**src/rtl/oh_rotcap_pkg.sv**
```systemverilog
package oh_rotcap_pkg;

   localparam int OH_ROWS = 9;
   localparam int OH_COLS = 3;

   typedef struct packed {
      logic [3:0] row;
      logic [1:0] col;
   } oh_pos_t;

   function automatic logic oh_pos_legal(input oh_pos_t p);
      return (int'(p.row) < OH_ROWS) && (int'(p.col) < OH_COLS);
   endfunction

endpackage

```
**src/rtl/oh_rotcap_seq.sv**
```systemverilog
module oh_rotcap_seq #(
   parameter int FRAMES = 12,
   parameter int PH_W   = 4
) (
   input  logic            clk,
   input  logic            rst_n,
   input  logic            restart,
   input  logic            frame_mark,
   output logic [PH_W-1:0] phase_eff,
   output logic            sync_eff
);

   logic [PH_W-1:0] phase_q;
   logic            sync_q;

   always_comb begin
      phase_eff = phase_q;
      sync_eff  = sync_q;
      if (frame_mark) begin
         if (!sync_q) begin
            sync_eff  = 1'b1;
            phase_eff = '0;
         end else if (int'(phase_q) == FRAMES - 1) begin
            phase_eff = '0;
         end else begin
            phase_eff = phase_q + 1'b1;
         end
      end
   end

   always_ff @(posedge clk) begin
      if (!rst_n) begin
         phase_q <= '0;
         sync_q  <= 1'b0;
      end else if (restart) begin
         phase_q <= '0;
         sync_q  <= 1'b0;
      end else begin
         phase_q <= phase_eff;
         sync_q  <= sync_eff;
      end
   end

endmodule

```
**src/rtl/oh_rotcap_match.sv**
```systemverilog
module oh_rotcap_match
   import oh_rotcap_pkg::*;
#(
   parameter int NUM_STS = 48,
   parameter int FRAMES  = 12,
   parameter int STS_W   = 6,
   parameter int PH_W    = 4
) (
   input  logic             in_valid,
   input  logic             in_toh,
   input  logic [3:0]       in_row,
   input  logic [1:0]       in_col,
   input  logic [STS_W-1:0] in_sts,
   input  oh_pos_t          sel,
   input  logic [PH_W-1:0]  phase_eff,
   input  logic             sync_eff,
   input  logic             block,
   output logic             wr_en,
   output logic             wr_last
);

   localparam int GRP       = NUM_STS / FRAMES;
   localparam bit GRP_POW2  = (GRP & (GRP - 1)) == 0;
   localparam int GRP_SHIFT = (GRP > 1) ? $clog2(GRP) : 0;

   logic in_grp;
   logic pos_hit;
   logic sts_ok;

   generate
      if (GRP_POW2) begin : g_shift
         always_comb in_grp = (int'(in_sts) >> GRP_SHIFT) == int'(phase_eff);
      end else begin : g_bounds
         int lo;
         always_comb begin
            lo     = int'(phase_eff) * GRP;
            in_grp = (int'(in_sts) >= lo) && (int'(in_sts) < lo + GRP);
         end
      end
   endgenerate

   always_comb begin
      pos_hit = (in_row == sel.row) && (in_col == sel.col);
      sts_ok  = int'(in_sts) < NUM_STS;
      wr_en   = in_valid && in_toh && !block && sync_eff && pos_hit && sts_ok && in_grp;
      wr_last = (int'(in_sts) == NUM_STS - 1) && (int'(phase_eff) == FRAMES - 1);
   end

endmodule

```
**src/rtl/oh_rotcap_store.sv**
```systemverilog
module oh_rotcap_store #(
   parameter int DEPTH  = 48,
   parameter int DATA_W = 8,
   parameter int AW     = 6
) (
   input  logic              clk,
   input  logic              rst_n,
   input  logic              wr_en,
   input  logic [AW-1:0]     wr_addr,
   input  logic [DATA_W-1:0] wr_data,
   input  logic              rd_en,
   input  logic [AW-1:0]     rd_addr,
   output logic [DATA_W-1:0] rd_data,
   output logic              rd_valid
);

   logic [DATA_W-1:0] mem [DEPTH];

   always_ff @(posedge clk) begin
      if (wr_en && int'(wr_addr) < DEPTH) mem[wr_addr] <= wr_data;
   end

   always_ff @(posedge clk) begin
      if (!rst_n) begin
         rd_valid <= 1'b0;
         rd_data  <= '0;
      end else begin
         rd_valid <= rd_en;
         if (rd_en) rd_data <= (int'(rd_addr) < DEPTH) ? mem[rd_addr] : '0;
      end
   end

endmodule

```
**src/rtl/oh_rotcap.sv**
```systemverilog
module oh_rotcap
   import oh_rotcap_pkg::*;
#(
   parameter int NUM_STS      = 48,
   parameter int CYCLE_FRAMES = 12,
   parameter int DATA_W       = 8,
   localparam int STS_W       = (NUM_STS > 1) ? $clog2(NUM_STS) : 1
) (
   input  logic              clk,
   input  logic              rst_n,
   input  logic              in_valid,
   input  logic              in_frame_start,
   input  logic              in_oof,
   input  logic              in_toh,
   input  logic [3:0]        in_row,
   input  logic [1:0]        in_col,
   input  logic [STS_W-1:0]  in_sts,
   input  logic [DATA_W-1:0] in_data,
   input  logic              cfg_we,
   input  logic [3:0]        cfg_row,
   input  logic [1:0]        cfg_col,
   input  logic              rd_en,
   input  logic [STS_W-1:0]  rd_addr,
   output logic [DATA_W-1:0] rd_data,
   output logic              rd_valid,
   output logic              cycle_done
);

   localparam int PH_W = (CYCLE_FRAMES > 1) ? $clog2(CYCLE_FRAMES) : 1;

   generate
      if (CYCLE_FRAMES < 1) begin : g_bad_frames
         $error("oh_rotcap: CYCLE_FRAMES must be at least 1");
      end
      if (NUM_STS < CYCLE_FRAMES || (NUM_STS % CYCLE_FRAMES) != 0) begin : g_bad_sts
         $error("oh_rotcap: NUM_STS must be a positive multiple of CYCLE_FRAMES");
      end
      if (DATA_W < 1) begin : g_bad_data
         $error("oh_rotcap: DATA_W must be at least 1");
      end
   endgenerate

   oh_pos_t         sel_q;
   oh_pos_t         cfg_pos;
   logic            cfg_ok;
   logic            restart;
   logic            frame_mark;
   logic [PH_W-1:0] phase_eff;
   logic            sync_eff;
   logic            wr_en;
   logic            wr_last;
   logic            done_set;

   always_comb begin
      cfg_pos    = '{row: cfg_row, col: cfg_col};
      cfg_ok     = cfg_we && oh_pos_legal(cfg_pos);
      restart    = cfg_ok || in_oof;
      frame_mark = in_valid && in_frame_start && !in_oof && !cfg_ok;
      done_set   = wr_en && wr_last;
   end

   always_ff @(posedge clk) begin
      if (!rst_n)      sel_q <= '0;
      else if (cfg_ok) sel_q <= cfg_pos;
   end

   always_ff @(posedge clk) begin
      if (!rst_n)        cycle_done <= 1'b0;
      else if (done_set) cycle_done <= 1'b1;
      else if (rd_en)    cycle_done <= 1'b0;
   end

   oh_rotcap_seq #(
      .FRAMES (CYCLE_FRAMES),
      .PH_W   (PH_W)
   ) u_seq (
      .clk        (clk),
      .rst_n      (rst_n),
      .restart    (restart),
      .frame_mark (frame_mark),
      .phase_eff  (phase_eff),
      .sync_eff   (sync_eff)
   );

   oh_rotcap_match #(
      .NUM_STS (NUM_STS),
      .FRAMES  (CYCLE_FRAMES),
      .STS_W   (STS_W),
      .PH_W    (PH_W)
   ) u_match (
      .in_valid  (in_valid),
      .in_toh    (in_toh),
      .in_row    (in_row),
      .in_col    (in_col),
      .in_sts    (in_sts),
      .sel       (sel_q),
      .phase_eff (phase_eff),
      .sync_eff  (sync_eff),
      .block     (restart),
      .wr_en     (wr_en),
      .wr_last   (wr_last)
   );

   oh_rotcap_store #(
      .DEPTH  (NUM_STS),
      .DATA_W (DATA_W),
      .AW     (STS_W)
   ) u_store (
      .clk      (clk),
      .rst_n    (rst_n),
      .wr_en    (wr_en),
      .wr_addr  (in_sts),
      .wr_data  (in_data),
      .rd_en    (rd_en),
      .rd_addr  (rd_addr),
      .rd_data  (rd_data),
      .rd_valid (rd_valid)
   );

endmodule

```
**config.mk**
```make
export PLATFORM = sky130hd
export DESIGN_NAME = oh_rotcap
export DESIGN_NICKNAME = d
export VERILOG_FILES = /design/src/rtl/oh_rotcap_pkg.sv /design/src/rtl/oh_rotcap_seq.sv /design/src/rtl/oh_rotcap_match.sv /design/src/rtl/oh_rotcap_store.sv /design/src/rtl/oh_rotcap.sv
export SDC_FILE = /design/constraint.sdc
export NUM_CORES = 1
export LEC_CHECK = 0
export BUFFER_PORTS_ARGS = -buffer_cell sky130_fd_sc_hd__buf_2
export CAP_MARGIN = 20
export CORE_MARGIN = 2
export CORE_UTILIZATION = 40
export DETAILED_ROUTE_END_ITERATION = 8
export GPL_TIMING_DRIVEN = 0
export PLACE_DENSITY_LB_ADDON = 0.25
export RECOVER_POWER = 100
export SLEW_MARGIN = 20
export SYNTH_ARGS = -nofsm -noshare
export SYNTH_HDL_FRONTEND = slang
export SYNTH_SLANG_ARGS = --single-unit
```
**constraint.sdc**
```tcl
create_clock -name clk -period 4.7 [get_ports clk]
set_input_delay 0.94 -clock clk [delete_from_list [all_inputs] [get_ports clk]]
set_output_delay 0.94 -clock clk [all_outputs]
set_load 0.005 [all_outputs]
```
==> results of run 1 <==
-- path summary, 6_finish.rpt --
kind	slack, ns	start	depth (start not counted)	endpoint
setup / recovery	0.64	cfg_we	10	u_store.mem[21][2]
hold / removal	0.49	sel_q[2]	2	sel_q[2]
setup reg to reg	1.15	u_seq.phase_q[0]	9	u_store.mem[21][2]
hold reg to reg	0.49	sel_q[2]	2	sel_q[2]
-- worst max-delay path, stage by stage --
cell and delay [ns]:
buf_2 0.09, a21bo_1 0.34, or4_1 0.24, clkbuf_1 0.39, a21oi_1 0.16, a21oi_1 0.30, o21ai_2 0.19, clkbuf_1 0.33
nor4_1 1.01, buf_4 0.30
-- sequential cells by signal, indices dropped and copies added (netlist names) --
signal	cells
u_store.mem	384
u_store.rd_data	8
sel_q	6
u_seq.phase_q	4
cycle_done	1
u_seq.sync_q	1
u_store.rd_valid	1
-- Yosys cell counts, types with 2 or more instances --
cell type / count
and2_1: 3
mux2_2: 16
nor3_1: 25
o21ai_0: 5
o211a_1: 2
or3_1: 2
nand2b_1: 5
o211ai_2: 2
mux4_2: 107
o22ai_1: 8
dfxtp_1: 21
clkbuf_1: 13
nor4_1: 17
o31ai_1: 6
buf_4: 5
a211oi_1: 11
buf_6: 7
a21oi_1: 12
nand3b_1: 5
nand4_1: 2
a21boi_0: 4
a221o_1: 3
nor2b_1: 16
buf_2: 8
nor4_4: 2
buf_1: 9
nand4b_1: 2
nand2_1: 24
inv_1: 5
xnor2_1: 6
edfxtp_1: 384
or4_4: 2
nor3_2: 3
and3_1: 2
nor2_1: 24
mux2i_1: 6
nand3_1: 15
o211ai_1: 2
-- cells by family after synthesis --
family | after synthesis | share of synthesized area
fa+ha+maj | 1 | 0.000770
buf+inv | 47 | 0.0159
compound gates | 63 | 0.0287
flops | 405 | 0.736
simple gates | 152 | 0.0521
mux | 129 | 0.163
xor+xnor | 7 | 0.00377
-- cell usage in the layout, fill, tap and decap left out, types with 6 or more instances in the layout --
master and instances:
edfxtp_1 384, nor3_1 17, nand2_1 24, clkbuf_16 45, mux4_2 107, buf_6 7
o22ai_1 8, clkinv_2 7, nand3_1 15, a21oi_1 12, nor4_1 13, clkbuf_1 59
mux2_2 16, xnor2_1 6, nor2_1 24, nor2b_1 16, buf_1 6, dfxtp_1 21
nor3_2 11, a211oi_1 11, mux2i_1 6, buf_2 33, o31ai_1 6
-- layout make-up --
cell class / count / area [sq um]
multi-input cells: 352 / 4090
inverters: 5 / 18.8
flip-flops and latches: 405 / 12000
clock inverters: 13 / 87.6
well taps: 525 / 657
repair buffers: 58 / 258
plain buffers: 42 / 230
fillers: 3348 / 21400
clock buffers: 60 / 1230
diodes: 1 / 2.50
-- through the flow --
stage | util | hold slack [ns] | setup WS, ns | area [sq um]
after floorplan | - | 0.449 | 1.09 | 16200
after global placement | 0.429 | 0.483 | -0.0550 | 17100
after detailed placement | 0.437 | 0.490 | 0.579 | 17400
after CTS | 0.470 | 0.496 | 1.15 | 18700
after global routing | 0.464 | 0.518 | 0.469 | 18500
final | 0.464 | 0.493 | 0.636 | 18500
-- report_power, final --
group / switching, mW / internal (mW) / total, mW
Clock: 1.31 / 1.87 / 3.18
Combinational: 0.235 / 0.148 / 0.383
Sequential: 0.00784 / 3.96 / 3.97
-- per-layer routing --
metal	up-vias	GRT usage	wire length, um
met4	0	0.0552	807
met5	-	0	0
met2	234	0.274	17000
li1	3583	-	-
met3	49	0.0328	1800
met1	4243	0.257	16800
==> summary.txt, run 1 <==
Clock sinks: 405
Final Setup Violations: 0
Synth Warn #: 0
Pin count of the biggest net entering global routing: 49
HPWL after detailed placement: 23,900 um
Number of failing hold endpoints at the final stage: 0
Mapped Cells: 804
Final min period: 4.06 ns
Vias/cell: 5.55
Failing checks: capacitance limit, slew limit
I/O Buffers: 42
ANT nets after route: 0
Die width: 206 um
Final slew viol count: 392
Worst Path Required: 4.94 ns
Core box area: 39,900 sq um
Seq/Total Area, Yosys: 0.736
FMAX: 246 MHz
Final cell count without fillers: 1,461
Leak: 5.70 nW
Placed cell count: 1,387
CP Max Fanout: 10
CTS HTree Levels: 2
CTS Root Cell: clkbuf_16
Crit Path Class: in -> reg
Mean area per synthesized cell: 20.2 sq um
Clk Latency, worst-skew pair: 0.53 ns
CP endpoint kind: register
First-pass GRT wire length: 53,900 um
Chip height: 206 um
Die ar.: 42,200 sq um
IO Pins: 50
Iteration-0 DRC Markers: 711
Ratio of cells with drive above 1 in the final layout: 0.267
Status: finished with violations
Wire per inst: 25.0 um
Critical path startpoint category: primary input
Synth area leader: edfxtp_1
Total Power: 7.53 mW
Clock skew: 0.0110 ns
Row count: 73
Post-layout net count: 947
DRT Pass-1 Iters: 6
PwrDens: 407 nW/um^2
Clk buf depth: 3
Via Count: 8,109
Yosys top cell area share: 0.710
Mapped Nets: 845
Arrival time at the worst endpoint: 4.31 ns
WL final: 36,500 um
Most used flip-flop cell after synthesis: edfxtp_1
Remaining global-route overflow: 0
Setup Buffers After CTS: 0
GRT Util Overall: 0.177
Post-synth EDFFs: 384
Mapped cell area: 16,200 sq um
Largest cells by area after synthesis: edfxtp_1 (71%), mux4_2 (15%), dfxtp_1 (2.6%)
Slew margin rel.: -0.623
Asr flop ratio synth: 0
Area delta synth->final: 14.0%
Routability congestion estimate: 0.829
Clock tree from TritonCTS: built
Residual DRC: 0
Starting density of the core: 0.407
Peak supply drop: 0.256 mV
Initial antenna violation count: 0
Vias in the first global route: 8,263
HP Class: reg -> reg
CTS buffer count: 42
Synth cell types: 51
Cts hold-fix bufs: 0
CTS resizes: 0
Final Cycle Share: 0.865
Seq cells post-synth: 405
RSZ-0062 raised after global routing: no
CTS clk-pin slew, worst paths: 0.06 ns
Slew @ Worst Pin: 2.43 ns
Setup TNS: 0 ns
Max_cap viols: 8
No activity file was read; power rests on OpenSTA's default activity.
==> run 2, diff against run 1 <==
Settings changed: CORE_UTILIZATION 40 to 62, SLEW_MARGIN 20 to 0.
==> run 2 against run 1 <==
Against the previous run:
- the flow still finishes with violations (capacitance limit, slew limit)
- count of clock-buffer cells in the layout did not move
- maximum frequency rose by 1.7%
- clock power fell by 4%
- total power fell by 1.9%
- critical path depth did not move
- die area fell by 35%
- sequential share of layout area rose by 1.0 points
- critical endpoint is now u_store.mem[23][1]
- largest power group unchanged
==> summary.txt, run 2 (synthesis results as in run 1) <==
Logic pwr share: 0.051
Die ar.: 27,500 sq um
HPWL after detailed placement: 23,800 um
WL final: 36,200 um
CP Buf/Inv Count: 4
CTS resizes: 0
Remaining global-route overflow: 0
Final min period: 4.00 ns
Slew margin rel.: -0.548
FMAX: 250 MHz
Sw frac: 0.200
CP Max Fanout: 10
Pint: 5.91 mW
Clock sinks: 405
Row count: 59
Status: finished with violations
I/O Buffers: 42
Die width: 166 um
Chip height: 166 um
Arrival time at the worst endpoint: 4.15 ns
Cell Chain, Critical Path: buf_2, a21bo_1, or4_1, clkbuf_1, nand3_1, a21o_1, o211ai_1, clkbuf_1, nor4_1, clkbuf_1
Clock skew: 0.0153 ns
DRT Pass-1 Iters: 5
Most common cell after layout, fill and taps aside: edfxtp_1
Initial antenna violation count: 1
Clock tree from TritonCTS: built
Slew @ Worst Pin: 2.32 ns
HP Class: reg -> reg
Setup Buffers After CTS: 0
Top Registers: u_store.mem (384), u_store.rd_data (8), sel_q (6)
RSZ-0062 raised after global routing: no
Final Setup Violations: 0
Vias/cell: 6.65
ANT cells: 0
Routability congestion estimate: 0.875
Failing checks: capacitance limit, slew limit
Final Cycle Share: 0.850
CTS HTree Levels: 2
Crit Path Class: in -> reg
Worst hold start: u_store.rd_data[7]
Worst path slowest cell: nor4_1
Peak supply drop: 0.360 mV
CP endpoint kind: register
Via Count: 8,552
Pin count of the biggest net entering global routing: 49
Clk buf depth: 3
Seq pwr share: 0.537
Fillers: 1,603
P_sw: 1.48 mW
Flip-flop count of the largest register after layout: 384
Number of failing hold endpoints at the final stage: 0
Fin worst setup slack: 0.703 ns
Area delta synth->final: 12.2%
Final slew viol count: 392
Total Power: 7.39 mW
Max stage delay on crit path: 0.58 ns
PwrDens: 405 nW/um^2
Clk network pwr share: 0.412
CTS Root Cell: clkbuf_16
CTS clk-pin slew, worst paths: 0.06 ns
Starting density of the core: 0.627
GRT Util Overall: 0.270
Crit-path leading delay family: simple AND/OR/NAND/NOR gates
Worst setup startpoint: cfg_col[0]
Place WS: 0.369 ns
Cts hold-fix bufs: 0
Wire per inst: 28.2 um
Ratio of cells with drive above 1 in the final layout: 0.243
Residual DRC: 0
ANT nets after route: 0
Leak: 5.66 nW
Reg-to-reg startpoint: u_seq.phase_q[0]
First-pass GRT wire length: 54,400 um
Cell mode on critical path: clkbuf_1
Post-layout net count: 962
Max_cap viols: 8
Core box area: 25,900 sq um
Worst Path Required: 4.85 ns
CTS buffer count: 40
Clk Latency, worst-skew pair: 0.52 ns
Top reg by flops: u_store.mem
Most frequent cells in the layout: edfxtp_1 (384), mux4_2 (107), clkbuf_1 (83)
IO Pins: 50
Iteration-0 DRC Markers: 1,196
Vias in the first global route: 8,737
Critical path startpoint category: primary input
[run 2: changes by cell type in the layout (fill, tap and decap cells not counted), sizes merged]
cell and change:
clkbuf +17, bufinv +2, clkinv -2, clkinvlp -1, diode -1
[run 2: worst register-to-register path, stage by stage (launching register included)]
cell and delay [ns]:
dfxtp_1 0.41, ha_1 0.27, nand4b_1 0.14, nor3_1 0.46, a21o_1 0.14, o211ai_1 0.34
clkbuf_1 0.38, nor4_1 0.58, clkbuf_1 0.46
[run 2: routing by layer]
layer	global-route usage	part of all wire
met1	0.378	0.38
met2	0.436	0.50
met3	0.0586	0.098
met4	0.0839	0.024
met5	0	0
[run 2: stage by stage]
| stage | TNS (ns) | cell area (sq um) | hold slack [ns] | std cells | utilization |
|---|---|---|---|---|---|
| 3_5_place_dp | 0 | 17200 | 0.465 | 1207 | 0.663 |
| 3_3_place_gp | -0.798 | 16900 | 0.454 | 1181 | 0.651 |
| 2_1_floorplan | 0 | 16200 | 0.449 | 804 | - |
| 6_report | 0 | 18200 | 0.488 | 1286 | 0.704 |
| 4_1_cts | 0 | 18400 | 0.476 | 1279 | 0.711 |
| 5_1_grt | 0 | 18200 | 0.499 | 1286 | 0.704 |
[run 2: worst paths after layout]
path / to / cells after the start / slack [ns]
worst max-delay path: u_store.mem[23][1] / 10 / 0.70
worst min-delay path: u_store.rd_data[7] / 2 / 0.49
worst max register to register: u_store.mem[23][1] / 8 / 1.14
worst min register to register: u_store.rd_data[7] / 2 / 0.49
[run 2: area by class of cell]
class	count	area [sq um]	share of cell area
Tap cell	335	419	0.0230
Timing Repair Buffer	75	328	0.0180
Multi-Input combinational cell	352	4050	0.222
Clock buffer	60	1120	0.0613
Clock inverter	12	128	0.00700
Inverter	5	18.8	0.00103
Buffer	42	223	0.0122
Sequential cell	405	12000	0.656
[run 2: power groups by stage]
stage          logic [mW]  registers [mW]  clock network, mW
2_1_floorplan       0.220            4.03                  0
5_1_grt             0.403            3.96               3.22
3_5_place_dp        0.381            4.04                  0
3_3_place_gp        0.363            4.04                  0
4_1_cts             0.384            3.96               3.08
6_report            0.377            3.96               3.05
